### src/rtl/prod_digit_pkg.sv
package prod_digit_pkg;
  localparam int OPW  = 2;
  localparam int PRW  = 2 * OPW;
  localparam int SEGW = 7;

  typedef logic [OPW-1:0]  opnd_t;
  typedef logic [PRW-1:0]  prod_t;
  typedef logic [SEGW-1:0] seg_t;

  // segment masks, bit i = segment i+1 (1 top .. 7 middle)
  localparam seg_t GLYPH_0 = 7'h3F;
  localparam seg_t GLYPH_1 = 7'h06;
  localparam seg_t GLYPH_2 = 7'h5B;
  localparam seg_t GLYPH_3 = 7'h4F;
  localparam seg_t GLYPH_4 = 7'h66;
  localparam seg_t GLYPH_6 = 7'h7D;
  localparam seg_t GLYPH_9 = 7'h6F;

  function automatic prod_t mul_opnd(input opnd_t x, input opnd_t y);
    prod_t acc;
    acc = '0;
    for (int i = 0; i < OPW; i++)
      if (y[i]) acc = acc + (prod_t'(x) << i);
    return acc;
  endfunction

  function automatic seg_t glyph_of(input prod_t p);
    case (p)
      4'd0:    return GLYPH_0;
      4'd1:    return GLYPH_1;
      4'd2:    return GLYPH_2;
      4'd3:    return GLYPH_3;
      4'd4:    return GLYPH_4;
      4'd6:    return GLYPH_6;
      4'd9:    return GLYPH_9;
      default: return '0;
    endcase
  endfunction

  function automatic logic is_legal(input seg_t s);
    return (s == GLYPH_0) || (s == GLYPH_1) || (s == GLYPH_2) ||
           (s == GLYPH_3) || (s == GLYPH_4) || (s == GLYPH_6) ||
           (s == GLYPH_9);
  endfunction
endpackage

### src/rtl/prod_opnd_stage.sv
module prod_opnd_stage
  import prod_digit_pkg::*;
#(
  parameter bit HOLD = 1'b1
) (
  input  logic  clk,
  input  logic  rst_n,
  input  logic  ld_en,
  input  opnd_t in_x,
  input  opnd_t in_y,
  output opnd_t out_x,
  output opnd_t out_y
);
  generate
    if (HOLD) begin : g_hold
      opnd_t hx, hy;
      always_ff @(posedge clk or negedge rst_n) begin
        if (!rst_n) begin
          hx <= '0;
          hy <= '0;
        end else if (ld_en) begin
          hx <= in_x;
          hy <= in_y;
        end
      end
      assign out_x = hx;
      assign out_y = hy;

      p_capture_r3: assert property (@(posedge clk) disable iff (!rst_n)
        ld_en |=> (out_x == $past(in_x)) && (out_y == $past(in_y)));
      p_keep_r2: assert property (@(posedge clk) disable iff (!rst_n)
        !ld_en |=> $stable(out_x) && $stable(out_y));
    end else begin : g_pass
      assign out_x = in_x;
      assign out_y = in_y;
    end
  endgenerate
endmodule

### src/rtl/prod_mul.sv
module prod_mul
  import prod_digit_pkg::*;
(
  input  opnd_t x,
  input  opnd_t y,
  output prod_t p
);
  assign p = mul_opnd(x, y);
endmodule

### src/rtl/prod_seg_dec.sv
module prod_seg_dec
  import prod_digit_pkg::*;
(
  input  prod_t p,
  output seg_t  seg
);
  assign seg = glyph_of(p);
endmodule

### src/rtl/prod_digit_top.sv
module prod_digit_top
  import prod_digit_pkg::*;
#(
  parameter bit HOLD_OPS = 1'b1
) (
  input  logic       clk,
  input  logic       rst_n,
  input  logic       ld_en,
  input  logic [1:0] sw_x,
  input  logic [1:0] sw_y,
  output logic [6:0] seg
);
  opnd_t held_x, held_y;
  prod_t prod_w;
  seg_t  seg_w;

  prod_opnd_stage #(.HOLD(HOLD_OPS)) u_stage (
    .clk(clk), .rst_n(rst_n), .ld_en(ld_en),
    .in_x(sw_x), .in_y(sw_y), .out_x(held_x), .out_y(held_y)
  );

  prod_mul u_mul (.x(held_x), .y(held_y), .p(prod_w));

  prod_seg_dec u_dec (.p(prod_w), .seg(seg_w));

  assign seg = seg_w;

  p_legal_r9: assert property (@(posedge clk) disable iff (!rst_n)
    is_legal(seg));
  p_zero_r8: assert property (@(posedge clk) disable iff (!rst_n)
    ((held_x == '0) || (held_y == '0)) |-> (seg == 7'h3F));
  p_four_r6: assert property (@(posedge clk) disable iff (!rst_n)
    (held_x == 2'd2 && held_y == 2'd2) |-> (seg == 7'h66));
  p_tails_r7: assert property (@(posedge clk) disable iff (!rst_n)
    (held_x == 2'd3 && held_y == 2'd3) |-> (seg == 7'h6F));
  p_hold_seg_r2: assert property (@(posedge clk) disable iff (!rst_n)
    !ld_en |=> $stable(seg));
endmodule

### config.mk
export PLATFORM = sky130hd
export DESIGN_NAME = prod_digit_top
export DESIGN_NICKNAME = d
export VERILOG_FILES = /design/src/rtl/prod_digit_pkg.sv /design/src/rtl/prod_opnd_stage.sv /design/src/rtl/prod_mul.sv /design/src/rtl/prod_seg_dec.sv /design/src/rtl/prod_digit_top.sv
export SDC_FILE = /design/constraint.sdc
export NUM_CORES = 1
export LEC_CHECK = 0
export BUFFER_PORTS_ARGS = -buffer_cell sky130_fd_sc_hd__buf_4
export CORE_MARGIN = 2
export CORE_UTILIZATION = 27
export DETAILED_ROUTE_END_ITERATION = 8
export PLACE_DENSITY = 0.57
export SLEW_MARGIN = 20
export SYNTH_ARGS = -nofsm -noshare
export SYNTH_HDL_FRONTEND = slang
export SYNTH_SLANG_ARGS = --single-unit
export TNS_END_PERCENT = 50
### constraint.sdc
create_clock -name clk -period 3.1 [get_ports clk]
set_input_delay 0 -clock clk [delete_from_list [all_inputs] [get_ports clk]]
set_output_delay 0 -clock clk [all_outputs]
set_load 0.02 [all_outputs]
# Word level (Yosys, flattened, before mapping)
# Cells that the tools add are included.
[classes] addsub=1 eq_ne=6 n_mux=3 n_reduce_logical=1
[op_table] operator="case mux 7 bit (7 select lines)" n=1
[op_table] operator="== test 4 x 2 -> 1 bit (second input constant)" n=2
[op_table] operator="== test 4 x 3 -> 1 bit (second input constant)" n=2
[op_table] operator="adder 4 x 3 -> 4 bit" n=1
[op_table] operator="== test 4 x 1 -> 1 bit (second input constant)" n=1
[op_table] operator="== test 4 bit (second input constant)" n=1
[op_table] operator="zero test 4 bit" n=1
[op_table] operator="two-way mux 4 bit" n=1
[op_table] operator="two-way mux 2 bit" n=1
[word_totals] register_bits=4 out_inout_bits=7 word_cells=13

# Logic depth before layout (Yosys ltp)
# Gate-level depths: netlist (run 1).
[logic_depth] depth_word=5 mapped_depth=8 mapped_depth_nobuf=6

# Modules after synthesis
# A second synthesis (run 1) with hierarchy kept.
[hier_totals] cells_unflattened=32 area_unflattened_um2=327.8
[modules_own_cells] mod="prod_opnd_stage" instances=1 cells_each=8 area_per_inst_um2=145.1
[modules_own_cells] mod="prod_seg_dec" instances=1 cells_each=17 area_per_inst_um2=117.6
[modules_own_cells] mod="prod_mul" instances=1 cells_each=7 area_per_inst_um2=65.1

# Least setup slack after synthesis (run 1)
# No wires, ideal clock.
[synth_path] path_kind="register to output" from="register u_stage.g_hold.hy[0], in the netlist u_stage.out_y[0]" to="output port seg[3]" arrival_ns=2.036 slack_ns=1.064 stages_incl_launch_ff=8 n_path_buf=1 path_cell_list="dfrtp_1 > and2_1 > ha_1 > ha_1 > nand2_1 > a21oi_1 > nor3_1 > buf_4"
[synth_between] elab_chain_len=5 elab_cells_between_ends=11 classes_between="1 x add/sub; 6 x eq/ne; 3 x mux; 1 x reduce/logical"
[synth_lines] item="start: declaration" line_no="prod_opnd_stage.sv:16" rtl="opnd_t hx, hy;"
[synth_lines] item="start signal: assignment" line_no="prod_opnd_stage.sv:23" rtl="hy <= in_y;"
[synth_lines] item="two-way mux 2 bit *" line_no="prod_digit_pkg.sv:23" rtl="if (y[i]) acc = acc + (prod_t'(x) << i);"
[synth_lines] item="adder 4 x 3 -> 4 bit" line_no="prod_digit_pkg.sv:23"
[synth_lines] item="two-way mux 4 bit *" line_no="prod_digit_pkg.sv:23"
[synth_lines] item="== test 4 bit (tied with other cells)" line_no="prod_digit_pkg.sv:28" rtl="case (p)"
[synth_lines] item="case mux 7 bit (7 select lines) *" line_no="prod_digit_pkg.sv:28"
[synth_lines] item="end: declaration" line_no="prod_digit_top.sv:11" rtl="output logic [6:0] seg"
# Mark *: on every way between the ends. The rest lies on a longest branch, timed or not.

# Worst setup path after layout (run 1)
[layout_path] from="register u_stage.g_hold.hy[0], in the netlist u_stage.out_y[0]" to="output port seg[6]"
# Same word-level chain as after synthesis.

==> PnR_summary.wiki, run 1 <==
{| class="wikitable"
! Metric !! Value
|-
| Post-DRT Antenna Nets || 0
|-
| Post-placement cell count || 67
|-
| Routed wirelength normalized by instance count || 10.5 µm
|-
| Per-cell via count in the routed design || 5.11
|-
| Clock latency on the worst-skew pair || 0.23 ns
|-
| Startpoint types || flip-flop
|-
| Number of gates resized after cts || 0
|-
| Fraction of registers with async set or reset after synthesis || 1.00
|-
| Startpoint of the tightest hold check path || ld_en
|-
| Post-synthesis instance area || 382 µm²
|-
| Ranking of synthesized cells by instance count || sky130_fd_sc_hd__a21oi_1, sky130_fd_sc_hd__dfrtp_1, sky130_fd_sc_hd__mux2_2, sky130_fd_sc_hd__nand3b_1, sky130_fd_sc_hd__nand2_1
|-
| Hold Path End || u_stage.out_x[0]
|-
| Setup TNS || 0 ns
|-
| Crit share post-route || 0.688
|-
| Total length of routed wires || 785 µm
|-
| Placeable core region || 1320 µm²
|-
| TritonCTS clock tree || done
|-
| First-pass GRT wire length || 1.31 mm
|-
| Max Cap Viol || 0
|-
| Total via count in the routed design || about 380
|-
| 1st-iter DRT viols || 11
|-
| Number of pins exceeding their max-slew limit in the final report || 0
|-
| Setup repair after global routing missed its margin || no
|-
| Total gr overflow || 0
|-
| Number of H-tree branching levels || 1
|-
| Leakage || 0.267 nW
|-
| Area overhead of the layout relative to synthesis || 43.3%
|-
| Worst Skew || 0 ns
|-
| Slew of the pin with the lowest slew margin || 0.347 ns
|-
| Post-synth cell types || 24
|-
| Critical Setup Path Class || reg -> out
|-
| Dominant cells by area after synthesis || sky130_fd_sc_hd__dfrtp_1, sky130_fd_sc_hd__mux2_2, sky130_fd_sc_hd__nand3b_1
|-
| Post-placement setup slack || 1.21 ns
|-
| Num Clock Sinks || 4
|-
| Class of the tightest hold or removal check || in -> reg
|-
| Setup slack of the worst register-to-register path || 2.22 ns
|-
| Finished layout cell area || 547 µm²
|-
| I/O Buffers || 13
|-
| Length in cells of the worst reg-to-reg path || 1
|-
| Post-Layout Cell Count || 75
|-
| Antenna violations before repair || 0
|-
| Number of rows in the core area || 13
|-
| Total count of hold-check failures in the final report || 0
|-
| Worst IR drop on VDD || 0.000165 V
|-
| FF+latch count, synth || 4
|-
| Total clock buffers created by CTS || 3
|-
| Max Clock Freq || about 470 MHz
|-
| Post-synthesis area per instance || 9.09 µm²
|-
| Via count of the first global-routing pass || around 320
|-
| Mapped Nets || 51
|-
| Final setup slack of the worst path || 0.967 ns
|-
| Capture point of the worst reg-to-reg path || u_stage.out_y[1]
|-
| Run status || complete, no violations
|-
| Top_reg_cell synth || sky130_fd_sc_hd__dfrtp_1
|-
| Fraction of the core area covered by cells at the end of the flow || 0.415
|-
| Clock-pin transition on the worst setup and hold timing paths || approximately 0.040 ns
|-
| Kind of end point of the critical path || output pin
|-
| 1st-pass router iterations || 4
|-
| Setup-violating endpoint count in the final report || 0
|-
| Root buffer cell || sky130_fd_sc_hd__clkbuf_4
|-
| Cells after synthesis || 42
|-
| Tot GR Track Use || 0.0990
|-
| Total chip power || 0.258 mW
|-
| Largest net degree at the start of global routing || 12
|-
| Pwr per Cell Area || 471 nW/µm²
|-
| DR DRC count || 0
|-
| Synth warnings || 0
|-
| Overall die area || 1730 µm²
|-
| Post-Place Cell Area || 474 µm²
|-
| Detailed-placement wirelength estimate || between 600 and 700 µm
|-
| Crit Reg-Reg Startpoint || u_stage.out_y[1]
|-
| Data required time at the worst endpoint || around 3.1 ns
|-
| Max FO, Critical Path || 8
|-
| Fraction of layout cells with a size suffix above 1 || 0.383
|-
| Signal arrival time at the worst endpoint || roughly 2.1 ns
|-
| Worst-case hold slack || between 0.05 and 0.06 ns
|-
| Share of Yosys cell area claimed by the top area cell type || 0.262
|-
| Antenna Cells || 0
|-
| Buffers from clock root to sink, at most || 2
|-
| Hold path cells || 2
|-
| Proportion of synthesized chip area in sequential cells || 0.262
|-
| Fin nets || approximately 70
|-
| EDFF count, synth || 0
|-
| Biggest area consumer among synthesized cells || sky130_fd_sc_hd__dfrtp_1
|-
| Height of the die || 41.6 µm
|-
| Count of pins on the block boundary || 14
|-
| Die outline width || 41.6 µm
|-
| Post-route minimum period || 2.13 ns
|-
| Effective utilization at floorplan || 0.290
|-
| Worst slew margin || 0.766
|-
| Routability congestion estimate || 0.749
|}
==> worst max-delay path: stages, from the launching register on <==
cell and delay (ns):
sky130_fd_sc_hd__dfrtp_1 0.44, sky130_fd_sc_hd__and2_1 0.19, sky130_fd_sc_hd__ha_1 0.17, sky130_fd_sc_hd__ha_1 0.34, sky130_fd_sc_hd__or4b_1 0.53, sky130_fd_sc_hd__nand3b_1 0.09, sky130_fd_sc_hd__buf_4 0.14
==> worst max path at each step <==
stage | startpoint | end
floorplan | u_stage.out_y[0] | seg[3]
global placement | u_stage.out_y[0] | seg[6]
detailed placement | u_stage.out_y[0] | seg[6]
CTS | u_stage.out_y[0] | seg[6]
global route | u_stage.out_y[0] | seg[6]
finish | u_stage.out_y[0] | seg[6]
==> final cells by class <==
class                      instances  area (µm²)
fill                             134         771
multi-input combinational         34         254
timing repair buffer              18         148
sequential                         4         100
clock buffer                       3        22.5
tap                               15        18.8
inverter                           1        3.75
==> cell usage in the layout (no fill, tap or decap) <==
cell and count:
sky130_fd_sc_hd__buf_4 13, sky130_fd_sc_hd__dlygate4sd3_1 5, sky130_fd_sc_hd__a21oi_1 4, sky130_fd_sc_hd__nand3b_1 4
sky130_fd_sc_hd__mux2_2 4, sky130_fd_sc_hd__dfrtp_1 4, sky130_fd_sc_hd__nand2_1 3, sky130_fd_sc_hd__clkbuf_4 3
sky130_fd_sc_hd__nor3_1 2, sky130_fd_sc_hd__a21o_1 2, sky130_fd_sc_hd__o21ai_0 2, sky130_fd_sc_hd__ha_1 2
sky130_fd_sc_hd__o211a_1 1, sky130_fd_sc_hd__and2_4 1, sky130_fd_sc_hd__nor2_1 1, sky130_fd_sc_hd__mux2i_1 1
sky130_fd_sc_hd__o311ai_0 1, sky130_fd_sc_hd__o32ai_1 1, sky130_fd_sc_hd__inv_2 1, sky130_fd_sc_hd__or4b_1 1
sky130_fd_sc_hd__a21o_2 1, sky130_fd_sc_hd__nor2b_1 1, sky130_fd_sc_hd__and3_1 1, sky130_fd_sc_hd__and2_1 1
==> registers in the layout (all words and copies together) (netlist names) <==
name	cells
u_stage.out_x	2
u_stage.out_y	2
==> power breakdown <==
| part | switching [mW] | total, mW | internal [mW] |
|---|---|---|---|
| registers | 0.00968 | 0.0674 | 0.0578 |
| logic | 0.0636 | 0.127 | 0.0638 |
| clock network | 0.0196 | 0.0628 | 0.0432 |
==> cells by family after synthesis <==
logic type | Yosys count | synth area share
AND/OR/NAND/NOR | 15 | 0.243
flip-flops | 4 | 0.262
buffers and inverters | 4 | 0.0721
multiplexers | 5 | 0.144
adder cells (fa/ha/maj) | 2 | 0.0656
AO/OA/AOI/OAI | 12 | 0.213
==> what timing repair did <==
item / in CTS / in global routing
hold buffers: 5 / 0
buffers inserted: 0 / 0
endpoints found under the hold margin: 8 / 0
==> per-layer routing <==
layer / GRT usage / vias up / routed length [µm]
met4: 0.0774 / 0 / 0
met3: 0.0304 / 0 / 47
met1: 0.117 / 173 / 364
met2: 0.147 / 15 / 373
met5: 0 / - / 0
li1: - / 195 / -
(Power assumes the default switching activity.)
==> inputs of run 2 (changes only) <==
--- a/config.mk
+++ b/config.mk
@@ -5,11 +5,12 @@
 export SDC_FILE = /design/constraint.sdc
 export NUM_CORES = 1
 export LEC_CHECK = 0
+export ABC_AREA = 1
 export BUFFER_PORTS_ARGS = -buffer_cell sky130_fd_sc_hd__buf_4
-export CORE_MARGIN = 2
-export CORE_UTILIZATION = 27
+export CORE_AREA = 2 2 39 41
 export DETAILED_ROUTE_END_ITERATION = 8
-export PLACE_DENSITY = 0.57
+export DIE_AREA = 0 0 41 43
+export PLACE_DENSITY = 0.58
 export SLEW_MARGIN = 20
 export SYNTH_ARGS = -nofsm -noshare
 export SYNTH_HDL_FRONTEND = slang
==> constraint.sdc (replaced) <==
create_clock -name clk -period 1.8 [get_ports clk]
set_input_delay 0 -clock clk [delete_from_list [all_inputs] [get_ports clk]]
set_output_delay 0 -clock clk [all_outputs]
set_load 0.02 [all_outputs]
==> PnR_summary.wiki, run 2 <==
{| class="wikitable"
! Metric !! Value
|-
| Top-count cell post-synth || sky130_fd_sc_hd__nand2_1
|-
| Top_reg_cell synth || sky130_fd_sc_hd__dfrtp_1
|-
| Synth warnings || 0
|-
| Max Clock Freq || about 580 MHz
|-
| Most frequent standard cell in the layout excluding fill and tap cells || sky130_fd_sc_hd__buf_4
|-
| Data required time at the worst endpoint || 1.80 ns
|-
| Signal arrival time at the worst endpoint || 1.74 ns
|-
| Highest cell delay on the worst timing path || 0.39 ns
|-
| Number of H-tree branching levels || 1
|-
| Clock-pin transition on the worst setup and hold timing paths || 0.04 ns
|-
| Final setup slack of the worst path || 0.0643 ns
|-
| Logic depth of the worst path, buffers included || 10
|-
| Fraction of layout cells with a size suffix above 1 || 0.526
|-
| Leakage || 0.318 nW
|-
| Critical Setup Path Class || reg -> out
|-
| Overall die area || 1760 µm²
|-
| Post-placement cell count || 80
|-
| Placeable core region || 1380 µm²
|-
| Antenna violations before repair || 0
|-
| I/O Buffers || 13
|-
| Worst IR drop on VDD || 0.000352 V
|-
| Worst Skew || 0 ns
|-
| Total chip power || 0.474 mW
|-
| Setup-violating endpoint count in the final report || 0
|-
| Critical-path cell with the highest stage delay || sky130_fd_sc_hd__dfrtp_1
|-
| Pwr per Cell Area || 774 nW/µm²
|-
| TritonCTS clock tree || done
|-
| Capture point of the worst reg-to-reg path || u_stage.out_y[0]
|-
| Buffers & Inverters on Critical Path || 2
|-
| First-pass GRT wire length || between 1 and 1.5 mm
|-
| Root buffer cell || sky130_fd_sc_hd__clkbuf_4
|-
| Fraction of registers with async set or reset after synthesis || 1.00
|-
| Post-placement setup slack || between 0.1 and 0.15 ns
|-
| 1st-iter DRT viols || 0
|-
| Post-synth cell types || 15
|-
| Height of the die || ~43 µm
|-
| Largest net degree at the start of global routing || 6
|-
| Total gr overflow || 0
|-
| Total clock buffers created by CTS || 3
|-
| Ranking of synthesized cells by instance count || sky130_fd_sc_hd__nand2_1, sky130_fd_sc_hd__inv_1, sky130_fd_sc_hd__nor2_1, sky130_fd_sc_hd__dfrtp_1
|-
| Startpoint types || flip-flop
|-
| Number of rows in the core area || 14
|-
| Biggest area consumer among synthesized cells || sky130_fd_sc_hd__dfrtp_1
|-
| Tot GR Track Use || 0.116
|-
| Length in cells of the worst reg-to-reg path || 3
|-
| Number of pins exceeding their max-slew limit in the final report || 0
|-
| Total length of routed wires || 892 µm
|-
| Per-cell via count in the routed design || 4.23
|-
| Clock latency on the worst-skew pair || approximately 0.23 ns
|-
| Critical Path Most Common Cell || sky130_fd_sc_hd__nand2_2
|-
| Setup slack of the worst register-to-register path || 0.78 ns
|-
| Num Clock Sinks || 4
|-
| Mapped Nets || 61
|-
| Count of pins on the block boundary || 14
|-
| Hold Path End || u_stage.out_y[1]
|-
| Class of the tightest hold or removal check || in -> reg
|-
| Area overhead of the layout relative to synthesis || 76.3%
|-
| DR DRC count || 0
|-
| Crit share post-route || 0.964
|-
| Routed wirelength normalized by instance count || ~9.7 µm
|-
| Slew of the pin with the lowest slew margin || 0.179 ns
|-
| Max FO, Critical Path || 3
|-
| Commonest non-fill, non-tap cells in the layout || sky130_fd_sc_hd__buf_4, sky130_fd_sc_hd__nand2_1, sky130_fd_sc_hd__inv_1
|-
| Startpoint of the tightest hold check path || ld_en
|-
| Hold path cells || 2
|-
| Cell family with most CP delay || simple AND/OR/NAND/NOR gates
|-
| EDFF count, synth || 0
|-
| Crit Reg-Reg Startpoint || u_stage.out_y[0]
|-
| Via count of the first global-routing pass || 335
|-
| Share of Yosys cell area claimed by the top area cell type || 0.288
|-
| Dominant cells by area after synthesis || sky130_fd_sc_hd__dfrtp_1, sky130_fd_sc_hd__nand2_1, sky130_fd_sc_hd__mux2_2
|-
| Routability congestion estimate || 0.767
|-
| Run status || complete, no violations
|-
| Series of cell instances along the critical path || nand2_2 > inv_2 > ha_4 > ha_4 > nand2_2 > nand2_2 > nor2_1 > nor2_1 > nand2_1 > buf_6
|-
| Kind of end point of the critical path || output pin
|-
| Post-synthesis instance area || 348 µm²
|-
| Detailed-placement wirelength estimate || between 500 and 600 µm
|-
| Effective utilization at floorplan || 0.251
|-
| Filler Cells Inserted || ~150
|-
| Post-Layout Cell Count || 92
|-
| Post-DRT Antenna Nets || 0
|-
| Buffers from clock root to sink, at most || 2
|-
| Fin nets || 87
|-
| Post-route minimum period || about 1.7 ns
|-
| Total count of hold-check failures in the final report || 0
|-
| Post-Place Cell Area || 458 µm²
|-
| Max Cap Viol || 0
|-
| FF+latch count, synth || 4
|-
| Worst slew margin || 0.881
|-
| Cells after synthesis || 52
|-
| Die outline width || 41 µm
|-
| Finished layout cell area || just over 600 µm²
|-
| Post-synthesis area per instance || 6.69 µm²
|-
| Antenna Cells || 0
|-
| 1st-pass router iterations || 1
|-
| Proportion of synthesized chip area in sequential cells || 0.288
|-
| Total via count in the routed design || 389
|}
## run 2: cell types whose count changed in the layout (fill, tap and decap cells not counted), moves of 4 or more
| cell | delta |
|---|---|
| sky130_fd_sc_hd__nor2_2 | +5 |
| sky130_fd_sc_hd__a21oi_1 | -4 |
| sky130_fd_sc_hd__nand2_2 | +5 |
| sky130_fd_sc_hd__nand3b_1 | -4 |
| sky130_fd_sc_hd__inv_1 | +7 |
| sky130_fd_sc_hd__nand2_1 | +10 |
## run 2: area by class of cell
cell class              instances  area [µm²]  area share
inverters                      10        37.5      0.0612
multi-input cells              37         248       0.404
repair buffers                 22         185       0.302
clock buffers                   3        22.5      0.0367
flip-flops and latches          4         100       0.163
well taps                      16        20.0      0.0327
## run 2: worst register-to-register path: cells and delay by family, from the launching register on
family                 cells  cell delay (ns)
DFF                        1             0.39
buffers and inverters      2             0.27
muxes                      1             0.25
## run 2: cell families after synthesis
group | share of synthesized area
multiplexers | 0.0971
flip-flops | 0.288
AND/OR/NAND/NOR | 0.385
AO/OA/AOI/OAI | 0.0287
buffers and inverters | 0.129
adder cells (fa/ha/maj) | 0.0719
## run 2: worst max path at each step
stage	from	slack, ns	endpoint
floorplan	u_stage.out_y[0]	0.13	seg[3]
global placement	u_stage.out_y[0]	0.16	seg[2]
detailed placement	u_stage.out_y[0]	0.14	seg[2]
CTS	u_stage.out_y[0]	0.01	seg[0]
global route	u_stage.out_x[1]	-0.02	seg[3]
finish	u_stage.out_y[0]	0.06	seg[0]
## run 2: stage by stage
stage          setup TNS, ns  hold WS [ns]   util
2_1_floorplan              0        -0.296      -
3_3_place_gp               0        -0.201  0.331
3_5_place_dp               0        -0.201  0.331
4_1_cts                    0       0.00482  0.405
5_1_grt              -0.0419       0.00803  0.443
6_report                   0       0.00955  0.443
## run 2: metal layers
layer | vias to the layer above | GRT usage | wire length, µm
met5 | - | 0 | 0
met4 | 0 | 0.0800 | 0
met3 | 0 | 0.0366 | 57
met2 | 14 | 0.188 | 509
met1 | 171 | 0.118 | 325
li1 | 204 | - | -
## run 2: repair_timing
item,CTS,global route
gates resized for setup,2,12
setup endpoints to repair,7,7
pin swaps,2,5
hold endpoints to repair,8,0
hold buffers,5,0
buffers inserted,2,3
## run 2: report_power, final
group / total (mW) / switching, mW / internal, mW
clock network: 0.110 / 0.0352 / 0.0745
logic: 0.256 / 0.135 / 0.121
registers: 0.109 / 0.00961 / 0.0993
total: 0.474 / 0.180 / 0.294
==> inputs of run 3 (changes only) <==
--- a/config.mk
+++ b/config.mk
@@ -5,12 +5,12 @@
 export SDC_FILE = /design/constraint.sdc
 export NUM_CORES = 1
 export LEC_CHECK = 0
-export ABC_AREA = 1
 export BUFFER_PORTS_ARGS = -buffer_cell sky130_fd_sc_hd__buf_4
-export CORE_AREA = 2 2 39 41
+export CORE_MARGIN = 2
+export CORE_UTILIZATION = 27
 export DETAILED_ROUTE_END_ITERATION = 8
-export DIE_AREA = 0 0 41 43
-export PLACE_DENSITY = 0.58
+export GPL_ROUTABILITY_DRIVEN = 1
+export PLACE_DENSITY = 0.59
 export SLEW_MARGIN = 20
 export SYNTH_ARGS = -nofsm -noshare
 export SYNTH_HDL_FRONTEND = slang
==> PnR_summary.wiki, run 3 (same netlist as run 1, synthesis figures left out) <==
{| class="wikitable"
! Metric !! Value
|-
| Total via count in the routed design || 389
|-
| Leakage || 0.301 nW
|-
| Placeable core region || 1320 µm²
|-
| I/O Buffers || 13
|-
| Antenna Cells || 0
|-
| Max Clock Freq || 545 MHz
|-
| Total clock buffers created by CTS || 3
|-
| Largest net degree at the start of global routing || 12
|-
| Slew of the pin with the lowest slew margin || 0.368 ns
|-
| DR DRC count || 0
|-
| Post-route minimum period || ~1.8 ns
|-
| Failing checks || negative setup slack
|-
| Worst slew margin || 0.755
|-
| 1st-iter DRT viols || 4
|-
| Kind of end point of the critical path || output pin
|-
| Class of the tightest hold or removal check || in -> reg
|-
| Worst Skew || 0 ns
|-
| Detailed-placement wirelength estimate || 646 µm
|-
| Clock latency on the worst-skew pair || 0.23 ns
|-
| Area taken by flip-flops and latches || 100 µm²
|-
| Data required time at the worst endpoint || 1.80 ns
|-
| Area overhead of the layout relative to synthesis || 69.2%
|-
| Total length of routed wires || 914 µm
|-
| 1st-pass router iterations || 2
|-
| TritonCTS clock tree || done
|-
| Max FO, Critical Path || 6
|-
| Filler Cells Inserted || 140
|-
| Post-placement cell count || 71
|-
| Startpoint types || flip-flop
|-
| Total chip power || 0.509 mW
|-
| Fin nets || 75
|-
| Tot GR Track Use || 0.117
|-
| Post-placement setup slack || 0.0110 ns
|-
| Routed wirelength normalized by instance count || roughly 12 µm
|-
| Finished layout cell area || ~650 µm²
|-
| First-pass GRT wire length || ~1.4 mm
|-
| Crit share post-route || 1.02
|-
| Crit Reg-Reg Startpoint || u_stage.out_x[0]
|-
| Die outline width || 41.6 µm
|-
| Setup-violating endpoint count in the final report || 1
|-
| Length in cells of the worst reg-to-reg path || 2
|-
| Fraction of layout cells with a size suffix above 1 || 0.547
|-
| Total gr overflow || 0
|-
| Series of cell instances along the critical path || and2_4 > ha_4 > ha_4 > or4b_1 > nand3b_1 > buf_6
|-
| Pwr per Cell Area || ~790 nW/µm²
|-
| Buffers & Inverters on Critical Path || 1
|-
| Count of pins on the block boundary || 14
|-
| Most frequent standard cell in the layout excluding fill and tap cells || sky130_fd_sc_hd__buf_4
|-
| Critical Setup Path Class || reg -> out
|-
| Final setup slack of the worst path || -0.0342 ns
|-
| Setup repair after global routing missed its margin || yes
|-
| Total count of hold-check failures in the final report || 0
|-
| Startpoint of the tightest hold check path || sw_x[1]
|-
| Post-DRT Antenna Nets || 0
|-
| Capture point of the worst reg-to-reg path || u_stage.out_x[0]
|-
| Number of H-tree branching levels || 1
|-
| Overall die area || 1730 µm²
|-
| Post-Layout Cell Count || 79
|-
| Buffers from clock root to sink, at most || 2
|-
| Run status || complete, but fails checks
|-
| Post-Place Cell Area || 509 µm²
|-
| Height of the die || 41.6 µm
|-
| Via count of the first global-routing pass || 355
|-
| Origin of the worst setup path || u_stage.out_x[1]
|-
| Root buffer cell || sky130_fd_sc_hd__clkbuf_4
|-
| Number of pins exceeding their max-slew limit in the final report || 0
|-
| Hold Path End || u_stage.out_x[1]
|-
| Signal arrival time at the worst endpoint || 1.83 ns
|-
| Cell family with most CP delay || simple AND/OR/NAND/NOR gates
|-
| Hold path cells || 2
|-
| Critical-path cell with the highest stage delay || sky130_fd_sc_hd__or4b_1
|-
| Per-cell via count in the routed design || 4.92
|-
| Setup slack of the worst register-to-register path || 0.86 ns
|-
| Effective utilization at floorplan || 0.290
|-
| Max Cap Viol || 0
|-
| Num Clock Sinks || 4
|-
| Critical Path Most Common Cell || sky130_fd_sc_hd__ha_4
|-
| Clock-pin transition on the worst setup and hold timing paths || 0.03 ns
|-
| Worst IR drop on VDD || 0.000401 V
|-
| Worst-case hold slack || around 0.0073 ns
|-
| Area used by multi-input combinational logic || approximately 320 µm²
|-
| Number of rows in the core area || 13
|-
| Highest cell delay on the worst timing path || around 0.46 ns
|-
| Antenna violations before repair || 0
|-
| Routability congestion estimate || 0.685
|}
[run 3: cell type report]
cell class / instances / area share
sequential: 4 / 0.155
inverter: 1 / 0.00581
clock buffer: 3 / 0.0349
timing repair buffer: 22 / 0.283
tap: 15 / 0.0291
multi-input combinational: 34 / 0.492
[run 3: timing repair]
action,in CTS,in global routing
hold buffers,4,0
buffers inserted,0,1
hold endpoints to repair,7,0
pin swaps,3,2
gates resized for setup,6,5
endpoints found under the setup margin,6,5
[run 3: layer usage]
| metal | track usage | wire (µm) |
|---|---|---|
| met5 | 0 | 0 |
| met3 | 0.0304 | 37 |
| met1 | 0.119 | 404 |
| met2 | 0.178 | 436 |
| met4 | 0.135 | 36 |
[run 3: metrics by stage]
stage / TNS, ns / utilization
CTS: -0.0597 / 0.463
floorplan: -0.0581 / -
global route: -0.400 / 0.490
finish: -0.0342 / 0.490
global placement: 0 / 0.387
detailed placement: 0 / 0.387
[run 3: how the worst max path moves through the flow]
stage,end,slack (ns),cells past startpoint
after floorplan,seg[2],-0.04,6
after global placement,seg[6],0.02,6
after detailed placement,seg[6],0.01,6
after CTS,seg[6],-0.06,6
after global routing,seg[6],-0.10,6
final,seg[6],-0.03,6
[run 3: power breakdown]
group / switching, mW / internal (mW)
Sequential: 0.0122 / 0.0995
Clock: 0.0347 / 0.0744
Combinational: 0.135 / 0.153
